`src/rtl/mcap_pkg.sv`:
```
package mcap_pkg;
  localparam int unsigned TW        = 16;
  localparam int unsigned NCH       = 4;
  localparam int unsigned STAT_BASE = 8;

  typedef enum logic [1:0] {
    FILL_EMPTY = 2'b00,
    FILL_ONE   = 2'b01,
    FILL_TWO   = 2'b10,
    FILL_LOST  = 2'b11
  } fill_e;

  typedef enum logic [1:0] {
    EDGE_OFF  = 2'b00,
    EDGE_RISE = 2'b01,
    EDGE_FALL = 2'b10,
    EDGE_BOTH = 2'b11
  } edge_e;
endpackage

```
`src/rtl/mcap_edge.sv`:
```
module mcap_edge
  import mcap_pkg::*;
(
  input  logic  clk_i,
  input  logic  rst_ni,
  input  logic  pin_i,
  input  edge_e mode_i,
  output logic  hit_o
);
  logic prev_q;

  always_ff @(posedge clk_i or negedge rst_ni) begin
    if (!rst_ni) prev_q <= 1'b0;
    else         prev_q <= pin_i;
  end

  logic rise, fall;
  assign rise  = pin_i & ~prev_q;
  assign fall  = ~pin_i & prev_q;
  assign hit_o = (mode_i[0] & rise) | (mode_i[1] & fall);

  a_r2_off_no_hit: assert property (@(posedge clk_i) disable iff (!rst_ni)
    (mode_i == EDGE_OFF) |-> !hit_o);
endmodule

```
`src/rtl/mcap_fifo.sv`:
```
module mcap_fifo
  import mcap_pkg::*;
#(
  parameter int unsigned W = TW
) (
  input  logic         clk_i,
  input  logic         rst_ni,
  input  logic         push_i,
  input  logic [W-1:0] push_val_i,
  input  logic         pop_i,
  output logic [W-1:0] head_o,
  output logic         head_vld_o,
  output fill_e        stat_o
);
  logic [W-1:0] old_q, new_q;
  fill_e        stat_q;
  logic         full;

  assign full = (stat_q == FILL_TWO) || (stat_q == FILL_LOST);

  always_ff @(posedge clk_i or negedge rst_ni) begin
    if (!rst_ni) begin
      old_q  <= '0;
      new_q  <= '0;
      stat_q <= FILL_EMPTY;
    end else begin
      unique case ({push_i, pop_i})
        2'b10: begin
          if (stat_q == FILL_EMPTY) begin
            old_q  <= push_val_i;
            stat_q <= FILL_ONE;
          end else if (stat_q == FILL_ONE) begin
            new_q  <= push_val_i;
            stat_q <= FILL_TWO;
          end else begin
            old_q  <= new_q;
            new_q  <= push_val_i;
            stat_q <= FILL_LOST;
          end
        end
        2'b01: begin
          if (full) begin
            old_q  <= new_q;
            stat_q <= FILL_ONE;
          end else begin
            stat_q <= FILL_EMPTY;
          end
        end
        2'b11: begin
          if (full) begin
            old_q  <= new_q;
            new_q  <= push_val_i;
            stat_q <= FILL_TWO;
          end else begin
            old_q  <= push_val_i;
            stat_q <= FILL_ONE;
          end
        end
        default: ;
      endcase
    end
  end

  assign head_o     = old_q;
  assign head_vld_o = (stat_q != FILL_EMPTY);
  assign stat_o     = stat_q;

  a_r6_collide_two: assert property (@(posedge clk_i) disable iff (!rst_ni)
    (push_i && pop_i && stat_q == FILL_LOST) |=> (stat_q == FILL_TWO));
  a_r6_keep_new: assert property (@(posedge clk_i) disable iff (!rst_ni)
    (push_i && pop_i && full) |=> (new_q == $past(push_val_i)));
  a_r5_overflow: assert property (@(posedge clk_i) disable iff (!rst_ni)
    (push_i && !pop_i && full) |=> (stat_q == FILL_LOST && old_q == $past(new_q)));
  a_r7_empty_pop: assert property (@(posedge clk_i) disable iff (!rst_ni)
    (pop_i && !push_i && stat_q == FILL_EMPTY) |=> (stat_q == FILL_EMPTY));
  a_r4_pop_count: assert property (@(posedge clk_i) disable iff (!rst_ni)
    (pop_i && !push_i && full) |=> (stat_q == FILL_ONE));
endmodule

```
`src/rtl/mcap_top.sv`:
```
module mcap_top
  import mcap_pkg::*;
#(
  parameter int unsigned W = TW,
  parameter int unsigned N = NCH,
  localparam int unsigned SW = $clog2(N),
  localparam int unsigned STW = STAT_BASE + 2 * N
) (
  input  logic           clk_i,
  input  logic           rst_ni,
  input  logic [N-1:0]   cap_pin_i,
  input  logic [2*N-1:0] edge_mode_i,
  input  logic           pop_i,
  input  logic [SW-1:0]  pop_sel_i,
  output logic [W-1:0]   pop_data_o,
  output logic [STW-1:0] fifo_stat_o,
  output logic [N-1:0]   flag_o,
  input  logic [N-1:0]   flag_clr_i,
  output logic [W-1:0]   timer_o
);
  logic [W-1:0] timer_q;
  logic [N-1:0] hit, pop_ch, head_vld;
  logic [W-1:0] head [N];
  fill_e        stat [N];
  logic [N-1:0] flag_q;
  logic [W-1:0] pop_q;

  always_ff @(posedge clk_i or negedge rst_ni) begin
    if (!rst_ni) timer_q <= '0;
    else         timer_q <= timer_q + 1'b1;
  end

  for (genvar i = 0; i < N; i++) begin : g_ch
    assign pop_ch[i] = pop_i && (pop_sel_i == SW'(i));

    mcap_edge u_edge (
      .clk_i  (clk_i),
      .rst_ni (rst_ni),
      .pin_i  (cap_pin_i[i]),
      .mode_i (edge_e'(edge_mode_i[2*i +: 2])),
      .hit_o  (hit[i])
    );

    mcap_fifo #(.W(W)) u_fifo (
      .clk_i      (clk_i),
      .rst_ni     (rst_ni),
      .push_i     (hit[i]),
      .push_val_i (timer_q),
      .pop_i      (pop_ch[i]),
      .head_o     (head[i]),
      .head_vld_o (head_vld[i]),
      .stat_o     (stat[i])
    );

    assign fifo_stat_o[STAT_BASE + 2*i +: 2] = stat[i];

    // set has priority over a same-cycle clear
    always_ff @(posedge clk_i or negedge rst_ni) begin
      if (!rst_ni)            flag_q[i] <= 1'b0;
      else if (hit[i])        flag_q[i] <= 1'b1;
      else if (flag_clr_i[i]) flag_q[i] <= 1'b0;
    end

    a_r8_flag_set: assert property (@(posedge clk_i) disable iff (!rst_ni)
      hit[i] |=> flag_q[i]);
    a_r9_pop_isolated: assert property (@(posedge clk_i) disable iff (!rst_ni)
      (!pop_ch[i] && !hit[i]) |=> $stable(stat[i]));
  end

  assign fifo_stat_o[STAT_BASE-1:0] = '0;

  always_ff @(posedge clk_i or negedge rst_ni) begin
    if (!rst_ni)                           pop_q <= '0;
    else if (pop_i && head_vld[pop_sel_i]) pop_q <= head[pop_sel_i];
  end

  assign pop_data_o = pop_q;
  assign flag_o     = flag_q;
  assign timer_o    = timer_q;

  a_r1_timer_step: assert property (@(posedge clk_i) disable iff (!rst_ni)
    1'b1 |=> (timer_q == W'($past(timer_q) + 1'b1)));
  a_r7_pop_hold: assert property (@(posedge clk_i) disable iff (!rst_ni)
    (!pop_i) |=> $stable(pop_q));
endmodule

```
`config.mk`:
```
export PLATFORM = sky130hd
export DESIGN_NAME = mcap_top
export DESIGN_NICKNAME = d
export VERILOG_FILES = /design/src/rtl/mcap_pkg.sv /design/src/rtl/mcap_edge.sv /design/src/rtl/mcap_fifo.sv /design/src/rtl/mcap_top.sv
export SDC_FILE = /design/constraint.sdc
export NUM_CORES = 1
export LEC_CHECK = 0
export BUFFER_PORTS_ARGS = -buffer_cell sky130_fd_sc_hd__buf_4
export CELL_PAD_IN_SITES_DETAIL_PLACEMENT = 0
export CELL_PAD_IN_SITES_GLOBAL_PLACEMENT = 2
export CORE_MARGIN = 10
export CORE_UTILIZATION = 44
export CTS_CLUSTER_DIAMETER = 200
export DETAILED_ROUTE_END_ITERATION = 8
export PLACE_DENSITY_LB_ADDON = 0.25
export SLEW_MARGIN = 5
export SYNTH_ARGS = -nofsm -noshare
export SYNTH_HDL_FRONTEND = slang
export SYNTH_SLANG_ARGS = --single-unit
```
`constraint.sdc`:
```
create_clock -name clk_i -period 5.4 [get_ports clk_i]
set_input_delay 1.62 -clock clk_i [delete_from_list [all_inputs] [get_ports clk_i]]
set_output_delay 1.62 -clock clk_i [all_outputs]
set_load 0.02 [all_outputs]
```
==> run_results.csv, run 1 <==
group,metric,value,unit
layout,area_growth,14.72,%
sta,slew-limit-headroom,0.2988,
yosys,synth_edf_count,0,
clocking,ctsHoldBuffers,0,
critical_path,crit_required,5.65,ns
floorplan,placementRows,49,
min_path,hold_class,"register to register",
sta,finalSetupViolations,0,
critical_path,r2r_cells,4,
clocking,cts_tree,"yes",
critical_path,reg2reg_to,"pop_data_o[6]",
drt,ant_nets,0,
power,power.leakage,0.004195,uW
place,io_buffers,64,
global_route,grt_use_met3,0.04742,
place,place_congestion,0.7750,
critical_path,r2r-start,"g_ch[0].u_fifo.stat_o[1]",
yosys,synthTopCellsByCount,"dfrtp_1 (176), inv_1 (105), mux2i_1 (45), mux2_2 (41), a222oi_1 (40)",
clocking,ctsResizeCount,0,
global_route,top_usage_layer,"met2",
floorplan,start_util,0.4472,
sta,final_hold_viol_count,0,
job,maxCapViolCount,0,
critical_path,r2r_slack,3.07,ns
critical_path,cp_max_fo,24,
layout,n_fill_cell,1589,
yosys,async_flop_share,1.000,
global_route,met2_usage,0.2769,
sta,fmax,308.8,MHz
clocking,cts.clk_slew.worst_paths,0.07,ns
global_route,grt_use_met1,0.2207,
critical_path,end_kind,"register",
clocking,clock_latency,0.44,ns
floorplan,die_h,154.9,um
sta,setup-tns-final,0,ns
floorplan,fp.dieW,154.9,um
clocking,cts-root-buf,"clkbuf_16",
critical_path,path_class,"input port to register",
floorplan,core_area,0.01790,mm^2
yosys,ys_seq_area_frac,0.5502,
power,seqPwrFrac,0.457,
drt,drc_errors,0,
sta,min_period,3.238,ns
power,combPwrFrac,0.236,
power,p_per_area,431.9,mW/mm^2
drt,drt_iter0_markers,517,
clocking,numCtsBuffers,17,
yosys,synth_most_common_cell,"dfrtp_1",
clocking,post_cts_buffers,0,
yosys,syn_area_per_cell,12.49,um^2
yosys,synth_flop_cell,"dfrtp_1",
critical_path,crit_path_start_kind,"input port",
floorplan,ios,73,
sta,finClkSkew,0.01202,ns
global_route,antenna_found_initial,0,
sta,rsz0062_at_grt,"no",
min_path,whs_path_depth,1,
min_path,hold_start,"g_ch[0].u_fifo.new_q[14]",
drt,postRouteWirelength,20.33,mm
power,p_clk_frac,0.307,
power,ir_worst_vdd,0.2502,mV
layout,nNetsFinal,722,
outcome,status,"finished, final reports clean",
drt,via_count,5342,
yosys,synth_top_area_cell,"dfrtp_1",
min_path,holdPathEnd,"g_ch[0].u_fifo.new_q[14]",
power,power.switching,1223,uW
power,power_switching_share,0.3083,
sta,tightestPinTransition,1.052,ns
yosys,synthCells,641,
sta,holdWs,0.5035,ns
sta,period_share,0.5996,
clocking,clk_path_buf_depth,2,
yosys,synth_top_area_frac,0.5502,
yosys,synth_cell_types,57,
drt,via_per_inst,5.671,
power,intPower,2744,uW
critical_path,arrival,3.48,ns
global_route,grt_usage,0.1724,
global_route,grt_pass1_vias,5474,
layout,drive_above_1_share,0.2763,
global_route,grt_max_degree,74,
yosys,yosysWarnings,0,
place,place_hpwl,13.13,mm
yosys,synthTopCellsByArea,"dfrtp_1 (55%), mux2_2 (5.8%), mux2i_1 (5.6%)",
global_route,grt_overflow_total,0,
clocking,cts_htree_levels,4,
global_route,grt_pass1_wl,32.28,mm
yosys,netlist_area,0.008005,mm^2
sta,slew_viol_final,0,
yosys,synth-seq-cells,176,
floorplan,die-area,0.02399,mm^2
layout,num_antenna_cells,0,
drt,wl_per_cell,21.58,um
drt,firstDrtPassIters,8,
clocking,cts_sinks,176,
==> kinds of logic after synthesis <==
logic type,count (synthesis),synth area share
buf+inv,152,0.08659
other cells,1,0.0004684
fa+ha+maj,1,0.001563
simple gates,98,0.07158
flops,176,0.5502
xor+xnor,14,0.01532
mux,103,0.1604
compound gates,96,0.1139
==> cell usage in the layout, fill, tap and decap left out, types with 13 or more instances in the layout <==
master	netlist	final
mux4_2	16	16
dfrtp_1	176	176
buf_4	13	73
clkbuf_16	0	17
mux2_2	41	41
nand2_1	30	30
o221a_2	18	18
a222oi_1	40	40
inv_1	105	105
xnor2_1	13	13
mux2i_1	45	45
==> routing by layer <==
layer | vias to the layer above | routed length [um]
met5 | - | 0
met4 | 0 | 343
met3 | 30 | 1185
met2 | 170 | 9761
met1 | 2743 | 9042
li1 | 2399 | -
==> worst max-delay path by stage <==
stage / slack [ns] / cells past startpoint / endpoint / from
floorplan: 2.39 / 6 / pop_data_o[10] / pop_sel_i[1]
global placement: 1.75 / 5 / g_ch[2].u_fifo.head_o[5] / pop_sel_i[0]
detailed placement: 1.66 / 5 / g_ch[2].u_fifo.head_o[9] / pop_sel_i[0]
CTS: 2.12 / 5 / g_ch[2].u_fifo.head_o[8] / pop_sel_i[0]
global route: 2.03 / 5 / g_ch[2].u_fifo.head_o[5] / pop_sel_i[0]
finish: 2.16 / 5 / g_ch[2].u_fifo.head_o[8] / pop_sel_i[0]
==> state kept, by name, indices dropped and copies added (netlist names) <==
| register | cells |
|---|---|
| flag_o | 4 |
| g_ch.u_edge.prev_q | 4 |
| g_ch.u_fifo.head_o | 64 |
| g_ch.u_fifo.new_q | 64 |
| g_ch.u_fifo.stat_o | 8 |
| pop_data_o | 16 |
| timer_o | 16 |
==> layout make-up <==
type | instances | area, um^2 | share of cell area
timing repair buffer | 74 | 559.3 | 0.06090
clock inverter | 15 | 150.1 | 0.01635
sequential | 176 | 4404 | 0.4796
clock buffer | 17 | 425.4 | 0.04632
multi-input combinational | 320 | 2942 | 0.3203
inverter | 111 | 416.7 | 0.04537
tap | 229 | 286.5 | 0.03120
==> stage by stage <==
| stage | instance area, um^2 | power (uW) | std cells | utilization | setup slack [ns] |
|---|---|---|---|---|---|
| global route | 9184 | 4165 | 942 | 0.5130 | 2.029 |
| floorplan | 8031 | 2437 | 648 | - | 2.389 |
| global placement | 8608 | 2748 | 910 | 0.4809 | 1.754 |
| finish | 9184 | 3967 | 942 | 0.5130 | 2.162 |
| detailed placement | 8608 | 2784 | 910 | 0.4809 | 1.659 |
| CTS | 9184 | 4008 | 942 | 0.5130 | 2.116 |
==> power by group through the flow <==
stage	clock [uW]	combinational, uW	sequential [uW]
after CTS	1240	951	1810
after global placement	0	925	1820
after detailed placement	0	948	1840
after floorplan	0	584	1850
final	1220	937	1810
after global routing	1290	1020	1850
==> critical path, cell delays in order <==
cell      delay, ns
buf_4          0.42
nand3b_4       0.27
a22oi_2        0.09
o21ai_2        0.80
a222oi_1       0.27
Note: power is estimated with default switching activity, not from simulation.
==> run 2: changes to the inputs <==
Settings changed: CORE_UTILIZATION 44 to 41.
Clock period 5.4 ns to 3.2 ns, I/O delays scaled along.
==> run_results.csv, run 2 (synthesis results as in run 1) <==
group,metric,value,unit
outcome,status,"finished, final reports clean",
job,maxCapViolCount,0,
clocking,cts-root-buf,"clkbuf_16",
global_route,grt_pass1_vias,5675,
sta,min_period,2.398,ns
floorplan,core_area,0.01933,mm^2
critical_path,crit_required,2.24,ns
layout,drive_above_1_share,0.2857,
sta,slew-limit-headroom,0.5684,
drt,postRouteWirelength,20.28,mm
floorplan,ios,73,
clocking,ctsResizeCount,0,
layout,final_cell_mix,"dfrtp_1 (176), inv_1 (105), buf_4 (84)",
sta,fmax,417.0,MHz
floorplan,start_util,0.4140,
clocking,clock_latency,0.42,ns
critical_path,critPathTopFamily,"flip-flops",
place,place_hpwl,13.80,mm
global_route,grt_max_degree,58,
clocking,cts.clk_slew.worst_paths,0.06,ns
critical_path,worstPathCellList,"buf_4",
global_route,antenna_found_initial,0,
power,ir_worst_vdd,0.4298,mV
drt,wl_per_cell,20.42,um
clocking,cts_tree,"yes",
min_path,hold_class,"input port to async pin",
sta,holdWs,0.4370,ns
critical_path,cp_max_fo,18,
global_route,grt_usage,0.1616,
sta,rsz0062_at_grt,"no",
drt,via_count,5278,
clocking,cts_sinks,176,
drt,via_per_inst,5.315,
drt,drc_errors,0,
floorplan,die_h,159.7,um
critical_path,end_kind,"primary output",
sta,finClkSkew,0.005950,ns
place,io_buffers,64,
power,power.leakage,0.004314,uW
critical_path,critPathBufInv,1,
critical_path,path_class,"register to primary output",
critical_path,arrival,1.44,ns
layout,postLayoutCellArea,0.009450,mm^2
layout,layout_commonest_cell,"dfrtp_1",
clocking,numCtsBuffers,17,
layout,area_growth,18.05,%
global_route,grt_overflow_total,0,
floorplan,fp.dieW,159.7,um
clocking,cts_htree_levels,4,
floorplan,die-area,0.02551,mm^2
drt,drt_iter0_markers,453,
layout,nNetsFinal,737,
layout,num_antenna_cells,0,
sta,tightestPinTransition,0.6474,ns
sta,slew_viol_final,0,
global_route,grt_pass1_wl,32.46,mm
power,p_per_area,733.2,mW/mm^2
drt,firstDrtPassIters,5,
sta,finalSetupViolations,0,
drt,ant_nets,0,
place,dpl_cell_area,0.008808,mm^2
sta,period_share,0.7493,
critical_path,crit_path_start_kind,"register",
clocking,ctsHoldBuffers,0,
critical_path,slowest_delay,0.76,ns
place,place_congestion,0.7976,
sta,setup-tns-final,0,ns
clocking,post_cts_buffers,0,
sta,final_hold_viol_count,0,
critical_path,cp_slowest_cell,"dfrtp_1",
clocking,clk_path_buf_depth,2,
floorplan,placementRows,51,
## run 2: path summary, 6_finish.rpt
kind,startpoint,end,depth (start not counted),slack (ns)
setup / recovery,g_ch[0].u_fifo.stat_o[1],fifo_stat_o[9],1,0.80
hold / removal,rst_ni,g_ch[2].u_fifo.stat_o[1],1,0.44
min in group clk_i,g_ch[3].u_fifo.new_q[14],g_ch[3].u_fifo.new_q[14],1,0.50
setup reg to reg,g_ch[0].u_fifo.stat_o[1],pop_data_o[7],5,1.16
max in group asynchronous,rst_ni,flag_o[2],2,2.11
hold reg to reg,g_ch[3].u_fifo.new_q[14],g_ch[3].u_fifo.new_q[14],1,0.50
## run 2: routing by layer
layer | wire [um] | global-route usage
met1 | 9408 | 0.2181
met2 | 9705 | 0.2585
met3 | 932 | 0.03856
met4 | 231 | 0.03580
met5 | 0 | 0
## run 2: cell type report
class,instances,area [um^2]
Clock buffer,23,488.0
Clock inverter,9,153.9
Fill cell,1765,9884
Inverter,111,416.7
Multi-Input combinational cell,320,2934
Sequential cell,176,4404
Tap cell,265,331.6
Timing Repair Buffer,89,721.9
## run 2: where the power goes
part | switching [uW] | leakage (uW) | total [uW] | internal (uW)
logic | 775 | 0.00185 | 1610 | 835
clock network | 858 | 0.000309 | 2250 | 1390
registers | 340 | 0.00216 | 3070 | 2730
## run 2: through the flow
stage               instances  setup slack, ns    util  total power [uW]
finish                    993           0.8021  0.4888              6929
global route              993           0.7158  0.4888              7273
CTS                       993           0.7878  0.4888              6988
detailed placement        961           0.3855  0.4556              4742
global placement          961           0.4824  0.4556              4686
floorplan                 648           0.8489       -              4113
